## config.mk

```make
export PLATFORM = sky130hd
export DESIGN_NAME = matmul5_pipe
export DESIGN_NICKNAME = d
export VERILOG_FILES = /design/src/rtl/mmul_pkg.sv /design/src/rtl/mmul_opmem.sv /design/src/rtl/mmul_issue.sv /design/src/rtl/mmul_dotpipe.sv /design/src/rtl/matmul5_pipe.sv
export SDC_FILE = /design/constraint.sdc
export NUM_CORES = 2
export LEC_CHECK = 0
export ABC_AREA = 1
export BUFFER_PORTS_ARGS = -buffer_cell sky130_fd_sc_hd__buf_2
export CORE_MARGIN = 2
export CORE_UTILIZATION = 65
export CTS_CLUSTER_SIZE = 14
export DETAILED_ROUTE_END_ITERATION = 8
export PLACE_DENSITY = 0.93
export SYNTH_ARGS = -nofsm -noshare
export SYNTH_HDL_FRONTEND = slang
export SYNTH_HIERARCHICAL = 1
export SYNTH_SLANG_ARGS = --single-unit
```

## constraint.sdc

```tcl
create_clock -name clk -period 11.18 [get_ports clk]
set_clock_uncertainty 0.2 [all_clocks]
set_input_delay 2.795 -clock clk [delete_from_list [all_inputs] [get_ports clk]]
set_output_delay 2.795 -clock clk [all_outputs]
set_load 0.05 [all_outputs]
```

## src/rtl/mmul_pkg.sv

```systemverilog
package mmul_pkg;

  // Number of pairwise adder levels needed to reduce n terms to one.
  function automatic int tree_levels(input int n);
    int lv;
    int cnt;
    lv  = 0;
    cnt = n;
    while (cnt > 1) begin
      cnt = (cnt + 1) / 2;
      lv++;
    end
    return lv;
  endfunction

endpackage

```

## src/rtl/mmul_opmem.sv

```systemverilog
module mmul_opmem #(
  parameter int DEPTH = 5,
  parameter int WIDTH = 40,
  parameter int AW    = 3
) (
  input  logic             clk,
  input  logic             we,
  input  logic [AW-1:0]    waddr,
  input  logic [WIDTH-1:0] wdata,
  input  logic [AW-1:0]    raddr,
  output logic [WIDTH-1:0] rdata
);

  logic [WIDTH-1:0] store [DEPTH];

  // One write port and one registered read port; a whole row or column per word.
  always_ff @(posedge clk) begin
    if (we && (int'(waddr) < DEPTH)) begin
      store[waddr] <= wdata;
    end
    rdata <= store[raddr];
  end

endmodule

```

## src/rtl/mmul_issue.sv

```systemverilog
module mmul_issue #(
  parameter int N  = 5,
  parameter int IW = 3
) (
  input  logic          clk,
  input  logic          rst_n,
  input  logic          start,
  input  logic          finish,
  output logic          busy,
  output logic          iss_valid,
  output logic [IW-1:0] iss_row,
  output logic [IW-1:0] iss_col
);

  localparam logic [IW-1:0] LAST_IDX = IW'(N - 1);

  logic accept;
  assign accept = start && !busy;

  always_ff @(posedge clk) begin
    if (!rst_n) begin
      busy      <= 1'b0;
      iss_valid <= 1'b0;
      iss_row   <= '0;
      iss_col   <= '0;
    end else begin
      if (accept) begin
        busy      <= 1'b1;
        iss_valid <= 1'b1;
        iss_row   <= '0;
        iss_col   <= '0;
      end else if (iss_valid) begin
        if (iss_col == LAST_IDX) begin
          iss_col <= '0;
          if (iss_row == LAST_IDX) begin
            iss_valid <= 1'b0;
          end else begin
            iss_row <= iss_row + 1'b1;
          end
        end else begin
          iss_col <= iss_col + 1'b1;
        end
      end
      if (finish) begin
        busy <= 1'b0;
      end
    end
  end

  AST_ISSUE_GAPLESS: assert property (@(posedge clk) disable iff (!rst_n)
    iss_valid && !(iss_row == LAST_IDX && iss_col == LAST_IDX) |=> iss_valid);
  AST_RUN_NEEDS_START: assert property (@(posedge clk) disable iff (!rst_n)
    $rose(busy) |-> $past(start));
  AST_ISSUE_IN_RANGE: assert property (@(posedge clk) disable iff (!rst_n)
    iss_valid |-> (iss_row <= LAST_IDX) && (iss_col <= LAST_IDX));

endmodule

```

## src/rtl/mmul_dotpipe.sv

```systemverilog
module mmul_dotpipe #(
  parameter int N   = 5,
  parameter int EW  = 8,
  parameter int IW  = 3,
  parameter int LAT = 10
) (
  input  logic                 clk,
  input  logic                 rst_n,
  input  logic                 in_valid,
  input  logic [IW-1:0]        in_row,
  input  logic [IW-1:0]        in_col,
  input  logic [N*EW-1:0]      row_word,
  input  logic [N*EW-1:0]      col_word,
  output logic                 out_valid,
  output logic [IW-1:0]        out_row,
  output logic [IW-1:0]        out_col,
  output logic signed [2*EW+mmul_pkg::tree_levels(N)-1:0] out_sum
);

  localparam int TL  = mmul_pkg::tree_levels(N);
  localparam int RW  = 2 * EW + TL;
  localparam int PW  = 2 * EW;
  // memory read + product register + TL tree levels, padded up to LAT
  localparam int PAD = LAT - 2 - TL;

  logic signed [EW-1:0] ea  [N];
  logic signed [EW-1:0] eb  [N];
  logic signed [PW-1:0] prd [N];

  always_comb begin
    for (int k = 0; k < N; k++) begin
      ea[k]  = row_word[k*EW +: EW];
      eb[k]  = col_word[k*EW +: EW];
      prd[k] = PW'(ea[k]) * PW'(eb[k]);
    end
  end

  // Level 0 holds the products; unused slots stay zero so odd counts pass through.
  logic signed [RW-1:0] lvl [TL+1][2*N];

  always_ff @(posedge clk) begin
    for (int k = 0; k < 2 * N; k++) begin
      if (k < N) lvl[0][k] <= RW'(prd[k]);
      else       lvl[0][k] <= '0;
    end
    for (int l = 1; l <= TL; l++) begin
      for (int m = 0; m < 2 * N; m++) begin
        if (m < N) lvl[l][m] <= lvl[l-1][2*m] + lvl[l-1][2*m+1];
        else       lvl[l][m] <= '0;
      end
    end
  end

  generate
    if (PAD > 0) begin : g_pad
      logic signed [RW-1:0] dly [PAD];
      always_ff @(posedge clk) begin
        dly[0] <= lvl[TL][0];
        for (int p = 1; p < PAD; p++) begin
          dly[p] <= dly[p-1];
        end
      end
      assign out_sum = dly[PAD-1];
    end else begin : g_nopad
      assign out_sum = lvl[TL][0];
    end
  endgenerate

  // Valid and indices travel alongside the data for exactly LAT cycles.
  logic          vsr [LAT];
  logic [IW-1:0] rsr [LAT];
  logic [IW-1:0] csr [LAT];

  always_ff @(posedge clk) begin
    if (!rst_n) begin
      for (int s = 0; s < LAT; s++) begin
        vsr[s] <= 1'b0;
        rsr[s] <= '0;
        csr[s] <= '0;
      end
    end else begin
      vsr[0] <= in_valid;
      rsr[0] <= in_row;
      csr[0] <= in_col;
      for (int s = 1; s < LAT; s++) begin
        vsr[s] <= vsr[s-1];
        rsr[s] <= rsr[s-1];
        csr[s] <= csr[s-1];
      end
    end
  end

  assign out_valid = vsr[LAT-1];
  assign out_row   = rsr[LAT-1];
  assign out_col   = csr[LAT-1];

  AST_OUT_IN_RANGE: assert property (@(posedge clk) disable iff (!rst_n)
    out_valid |-> (int'(out_row) < N) && (int'(out_col) < N));

endmodule

```

## src/rtl/matmul5_pipe.sv

```systemverilog
module matmul5_pipe #(
  parameter int N   = 5,
  parameter int EW  = 8,
  parameter int LAT = 10,
  localparam int IW = $clog2(N),
  localparam int WW = N * EW,
  localparam int RW = 2 * EW + mmul_pkg::tree_levels(N)
) (
  input  logic                 clk,
  input  logic                 rst_n,
  input  logic                 start,
  output logic                 busy,
  output logic                 done,
  input  logic                 a_we,
  input  logic [IW-1:0]        a_waddr,
  input  logic [WW-1:0]        a_wdata,
  input  logic                 b_we,
  input  logic [IW-1:0]        b_waddr,
  input  logic [WW-1:0]        b_wdata,
  output logic                 res_valid,
  output logic [IW-1:0]        res_row,
  output logic [IW-1:0]        res_col,
  output logic signed [RW-1:0] res_data
);

  localparam logic [IW-1:0] LAST_IDX = IW'(N - 1);
  localparam int            CW       = $clog2(LAT + 2) + 1;

  logic          iss_valid;
  logic [IW-1:0] iss_row;
  logic [IW-1:0] iss_col;
  logic [WW-1:0] a_row_word;
  logic [WW-1:0] b_col_word;
  logic          last_out;

  assign last_out = res_valid && (res_row == LAST_IDX) && (res_col == LAST_IDX);

  mmul_issue #(.N(N), .IW(IW)) u_issue (
    .clk       (clk),
    .rst_n     (rst_n),
    .start     (start),
    .finish    (last_out),
    .busy      (busy),
    .iss_valid (iss_valid),
    .iss_row   (iss_row),
    .iss_col   (iss_col)
  );

  mmul_opmem #(.DEPTH(N), .WIDTH(WW), .AW(IW)) u_amem (
    .clk   (clk),
    .we    (a_we),
    .waddr (a_waddr),
    .wdata (a_wdata),
    .raddr (iss_row),
    .rdata (a_row_word)
  );

  mmul_opmem #(.DEPTH(N), .WIDTH(WW), .AW(IW)) u_bmem (
    .clk   (clk),
    .we    (b_we),
    .waddr (b_waddr),
    .wdata (b_wdata),
    .raddr (iss_col),
    .rdata (b_col_word)
  );

  mmul_dotpipe #(.N(N), .EW(EW), .IW(IW), .LAT(LAT)) u_dot (
    .clk       (clk),
    .rst_n     (rst_n),
    .in_valid  (iss_valid),
    .in_row    (iss_row),
    .in_col    (iss_col),
    .row_word  (a_row_word),
    .col_word  (b_col_word),
    .out_valid (res_valid),
    .out_row   (res_row),
    .out_col   (res_col),
    .out_sum   (res_data)
  );

  always_ff @(posedge clk) begin
    if (!rst_n) done <= 1'b0;
    else        done <= last_out;
  end

  // Cycles since the last accepted start, saturating; used by the checks below.
  logic [CW-1:0] run_cnt;
  always_ff @(posedge clk) begin
    if (!rst_n)                run_cnt <= '1;
    else if (start && !busy)   run_cnt <= '0;
    else if (run_cnt != '1)    run_cnt <= run_cnt + 1'b1;
  end

  AST_FIRST_AT_LATENCY: assert property (@(posedge clk) disable iff (!rst_n)
    res_valid && res_row == '0 && res_col == '0 |-> int'(run_cnt) == LAT);
  AST_STREAM_GAPLESS: assert property (@(posedge clk) disable iff (!rst_n)
    res_valid && !last_out |=> res_valid);
  AST_COL_STEPS: assert property (@(posedge clk) disable iff (!rst_n)
    res_valid && res_col != LAST_IDX |=> res_col == $past(res_col) + 1'b1 && res_row == $past(res_row));
  AST_DONE_AFTER_LAST: assert property (@(posedge clk) disable iff (!rst_n)
    last_out |=> done && !busy);
  AST_DONE_SINGLE: assert property (@(posedge clk) disable iff (!rst_n)
    done |=> !done);

endmodule

```

---- Yosys cells after proc, flatten, opt, wreduce, memory -nomap -nowiden ----
Memories as Yosys holds them, arrays and structs flattened. A register that Yosys moved wholly into a read port is not among the register bits.
Index checks and enable logic that the tools add are counted.
word-level totals
  output and inout port bits .............. 28
  memories kept ........................... 7
  bits in registers ....................... 9
  logic and storage cells ................. 122
  memory bits (writable) .................. 945
memory list
  name             depth  width  read ports  clocked after memory_dff  write ports  RTL line            source
  u_dot.lvl        4      95     4           0                         4            mmul_dotpipe.sv:39  logic signed [RW-1:0] lvl [TL+1][2*N];
  u_amem.store     5      40     1           1                         1            mmul_opmem.sv:14    logic [WIDTH-1:0] store [DEPTH];
  u_bmem.store     5      40     1           1                         1            mmul_opmem.sv:14
  u_dot.g_pad.dly  5      19     5           0                         5            mmul_dotpipe.sv:56  logic signed [RW-1:0] dly [PAD];
  u_dot.csr        10     3      10          0                         10           mmul_dotpipe.sv:72  logic [IW-1:0] csr [LAT];
  u_dot.rsr        10     3      10          0                         10           mmul_dotpipe.sv:71  logic [IW-1:0] rsr [LAT];
  1 more memories  --     --     --          --                        --           --
cells by class
  multiplexer cells ....................... 41
  $add $sub $neg .......................... 17
  equality and inequality tests ........... 4
  bitwise operators ....................... 32
  magnitude comparators ................... 2
  reductions and logical operators ........ 9
  multipliers ............................. 5
operators with widths
  operator                                                        count
  19-bit adder                                                    6
  19-bit adder (both inputs constant)                             6
  8-bit by 8-bit multiplier with 16-bit output                    5
  3-bit two-way mux                                               21
  19-bit adder (second input constant)                            3
  1-bit bitwise OR                                                30
  1-bit two-way mux                                               20
  3-bit == test (second input constant)                           4
  3-bit by 1-bit adder with 3-bit output (second input constant)  2
  3-bit less-than comparator (second input constant)              2
  1-bit logical AND                                               5
  2-bit OR reduction                                              2
  3-bit AND reduction                                             1
  1-bit NOT                                                       2
  1-bit logical NOT                                               1

---- Depth between registers and ports, before layout ----
  depth in word-level cells ............... 5
  mapped depth ............................ 22

---- Modules after synthesis ----
Netlist, hierarchy kept.
modules (own cells, without submodules)
  module        times used  cells each  area each (um^2)
  mmul_dotpipe  1           3249        25519.5
  mmul_opmem    2           849         9288.9
  mmul_issue    1           57          407.9
  matmul5_pipe  1           13          67.6

---- Worst setup path after synthesis ----
No wires, ideal clock.
  path type ............................... input-to-reg
  from .................................... in a_waddr[2]
  to ...................................... mem u_amem.store[1][0] (enable)
  library setup time ...................... 0.487 ns
  arrival ................................. 5.837 ns
  path slack .............................. 4.657 ns
  stages .................................. 2
  data required time ...................... 10.493 ns
  cell sequence ........................... or2_2 nor3_1
on the way
  longest elaborated chain between the ends .. 4
ends and longest elaborated chain
  what                                     RTL line            source
  from (decl)                              matmul5_pipe.sv:15  input logic [IW-1:0] a_waddr,
  3-bit less-than comparator               mmul_opmem.sv:18    if (we && (int'(waddr) < DEPTH)) begin
  1-bit logical AND                        mmul_opmem.sv:18
  1-bit two-way mux                        mmul_opmem.sv:18
  1-bit two-way mux (implied by the code)  mmul_opmem.sv:19    store[waddr] <= wdata;
  to (decl)                                mmul_opmem.sv:14
Several ways; a longest one is shown, not always the timed one.

==> run metrics <==
GP Congestion just over 0.9; top cells by area, synth edfxtp_1, dfxtp_1, nand2_1; Hold Path Class reg2reg; Via density around 5.5; Initial Util 65.3%; row count between 90 and 100; Fin Setup TNS 0 ns; Mapped Area between 40000 and 50000 sq um; top-count cell post-synth nand2_1; sequential share of power about a third; mux cell area share after synthesis 0%; post-synthesis compound-gate area fraction slightly below 2%; vias about 33000; Critical Path Fanout Max 8; pin count of the biggest net entering global routing ~80; Pleak 25.8 nW; DR iter-0 viols roughly 3900; syn_nets between 5000 and 6000; peak supply drop between 0.15 and 0.2 mV; width of the die about 270 um; CP max stage delay roughly 0.78 ns; Die ar. approximately 70000 sq um; Syn Inst Count 5017; Synth Area in Simple Gates approximately 18%; final setup fails 0; area share of xor/xnor cells in the synthesized design approximately 1.9%; min setup slack post-route roughly 6.5 ns; max-cap violations 0; worst path arrival time 5.05 ns; asr flop ratio synth 0%; synthesized flop and latch total ~840; Worst EP required roughly 12 ns; outcome complete, no violations; Tot GR Track Use 30.8%; crit start category flop; crit-path cells nand2_1 -> fa_1 -> inv_1 -> fa_1 -> inv_1 -> fa_1 -> inv_1 -> fa_1 -> ha_1 -> nand2_1 -> nor2_1 -> nand2_1 -> nor2_1 -> nor2_1 -> nand3_1 -> nand2_1; wire per inst between 15 and 20 um; Hold Path Cell Cnt 0; Synth warnings 6; fin crit share 42.1%; sequential fraction of the synthesis area 46.8%; critical path type reg2reg; Chip Height ~270 um; vias in the first global route 34550; Slew @ Worst Pin 0.892 ns; core footprint 68200 sq um; reg2reg path depth 16; slowest CP cell fa_1; Met2 Wirelength 53.2 mm; nets about 5700; Layout Utilization a little under three quarters; Yosys top cell area share between 20% and 30%; # IOs around 120; cts hold-fix bufs 0; fillers ~4200; Int Power 7.41 mW; clock share of power a little under a quarter; gr ovfl total 0; M1 WL ~37 mm; area grow syn2layout 8.58%; antenna violations before repair 15; final hold violations 0; First-pass DRT Iterations 9; DP HPWL roughly 70 mm; RSZ-0062 raised after global routing false; first-pass GRT wire length between 150 and 200 mm; Post-synth top cells nand2_1, inv_1, dfxtp_1; post_cts resized 0; FF-to-FF End u_dot/lvl[0][18]; Sw Share 40.2%; Final Critical Period around 4.7 ns; area share of fa/ha/maj cells after synthesis between 10% and 20%; hold endpoint u_dot/lvl[2][61]; dpl ws between 6 and 7 ns; max-slew violations 0; # clock sinks 842; # DRC 0; FMAX approximately 0.21 GHz; Syn Area/Cell 8.88 sq um; largest family of logic cells by synthesized area adder cells; Placement Cell Area ~46000 sq um; Net Switching 4.98 mW; dominant synthesized flop cell dfxtp_1; Port-buffer cells 118; proportion of layout cells with a drive suffix above 1 under 10%; reg2reg start u_bmem/rdata[34]; synth unique cells 41; Rel. slew slack approximately two fifths; pwr/cell area about 260 nW/um^2; Register Area about 21000 sq um; met3 wire length roughly 9.8 mm; endpoint class of the critical path flop; worst hold start u_dot/lvl[1][42]; worst skew pair latency 0.69 ns; Yosys top cell by area edfxtp_1; Reg clk slew, reported paths around 0.060 ns; top routing layer in use met5; final wirelength roughly 110 mm; Final Instance Area between 40000 and 50000 sq um; total power ~12 mW; clock tree from TritonCTS done; TritonCTS Buffers 83; Longest Clk Path Bufs 3; Post-DRT Antenna Nets 0; H-tree depth 3; Clock Tree Root clkbuf_16; area taken by multi-input logic gates ~18000 sq um; post-CTS setup repair buffer count 0; r2r setup slk about 6.5 ns; number of flops mapped to enable cells by yosys 400; combinational cell fraction of total power 43.7%
==> worst max-delay path: cells and delay by family, from the launching register on <==
kind                     cells  cell delay (ns)
adder cells (fa/ha/maj)      5             2.68
AND/OR/NAND/NOR              8             0.97
flip-flops                   1             0.49
buffers and inverters        3             0.24
==> final cells by class <==
| cell class | instances | area share [%] |
|---|---|---|
| antenna | 9 | 0.0465 |
| clock buffer | 123 | 5.05 |
| inverter | 1269 | 9.86 |
| multi-input combinational | 2731 | 37.4 |
| sequential | 842 | 43.1 |
| tap | 882 | 2.28 |
| clock inverter | 26 | 0.757 |
| timing repair buffer | 137 | 1.51 |
==> metrics by stage <==
step           std cells  hold slack [ns]
2_1_floorplan       5017            0.110
3_3_place_gp        5861            0.110
3_5_place_dp        5861            0.112
4_1_cts             6010            0.107
5_1_grt             6016            0.112
6_report            6019            0.112
==> routing by layer <==
layer	vias to the layer above	track usage [%]
met5	-	0
met3	566	6.60
met1	15587	34.4
met2	2108	53.2
li1	14949	-
met4	4	20.7
==> worst max-delay path by stage <==
stage,from,end
after floorplan,a_waddr[2],u_amem/store[1][0]
after global placement,a_waddr[2],u_amem/store[1][35]
after detailed placement,a_waddr[0],u_amem/store[4][36]
after CTS,u_bmem/rdata[34],u_dot/lvl[0][18]
after global routing,u_amem/rdata[39],u_dot/lvl[0][18]
final,u_bmem/rdata[34],u_dot/lvl[0][18]
==> power by group through the flow <==
stage | sequential [mW] | clock (mW) | combinational, mW
floorplan | 4.04 | 0 | 4.12
global placement | 4.14 | 0 | 4.87
detailed placement | 4.18 | 0 | 5.15
CTS | 4.13 | 2.87 | 5.32
global route | 4.17 | 3.01 | 6.12
finish | 4.12 | 2.85 | 5.42
==> placed cells by master, fill, tap and decap left out, types with 3 or more instances in the layout <==
| cell | count |
|---|---|
| nand2_1 | 1517 |
| inv_1 | 1262 |
| dfxtp_1 | 440 |
| edfxtp_1 | 400 |
| fa_1 | 279 |
| nand3_1 | 259 |
| ha_1 | 217 |
| nor2_1 | 122 |
| buf_2 | 118 |
| clkbuf_16 | 88 |
| a21oi_1 | 85 |
| xor2_1 | 64 |
| xnor2_1 | 31 |
| o21ai_0 | 23 |
| clkbuf_1 | 22 |
| buf_4 | 19 |
| o21bai_1 | 18 |
| nand4_1 | 15 |
| nand2_2 | 13 |
| clkbuf_8 | 11 |
| nor2_2 | 10 |
| clkinv_2 | 10 |
| nor3_1 | 10 |
| diode_2 | 9 |
| o21ai_2 | 9 |
| nor2_4 | 8 |
| or2_2 | 7 |
| o21ai_1 | 7 |
| nor3_2 | 6 |
| nand3b_1 | 6 |
| a21o_1 | 6 |
| nand3_2 | 5 |
| inv_6 | 4 |
| bufinv_16 | 4 |
| clkinv_16 | 4 |
| inv_2 | 3 |
| a31oi_1 | 3 |
==> state kept, by name, indices dropped and copies added, names as in the netlist <==
signal,flops
u_issue/iss_col,3
done,1
u_dot/vsr,10
u_amem/store,200
u_amem/rdata,40
u_dot/csr,30
u_dot/rsr,30
u_dot/lvl,188
u_dot/g_pad.dly,95
u_issue/busy,1
u_issue/iss_row,3
u_bmem/store,200
u_issue/iss_valid,1
u_bmem/rdata,40
==> logic make-up after synthesis <==
| logic type | after synthesis |
|---|---|
| AND/OR/NAND/NOR | 1985 |
| buffers and inverters | 1444 |
| flip-flops | 842 |
| adder cells (fa/ha/maj) | 496 |
| AO/OA/AOI/OAI | 155 |
| XOR/XNOR | 95 |
Note: power is estimated with default switching activity, not from simulation.
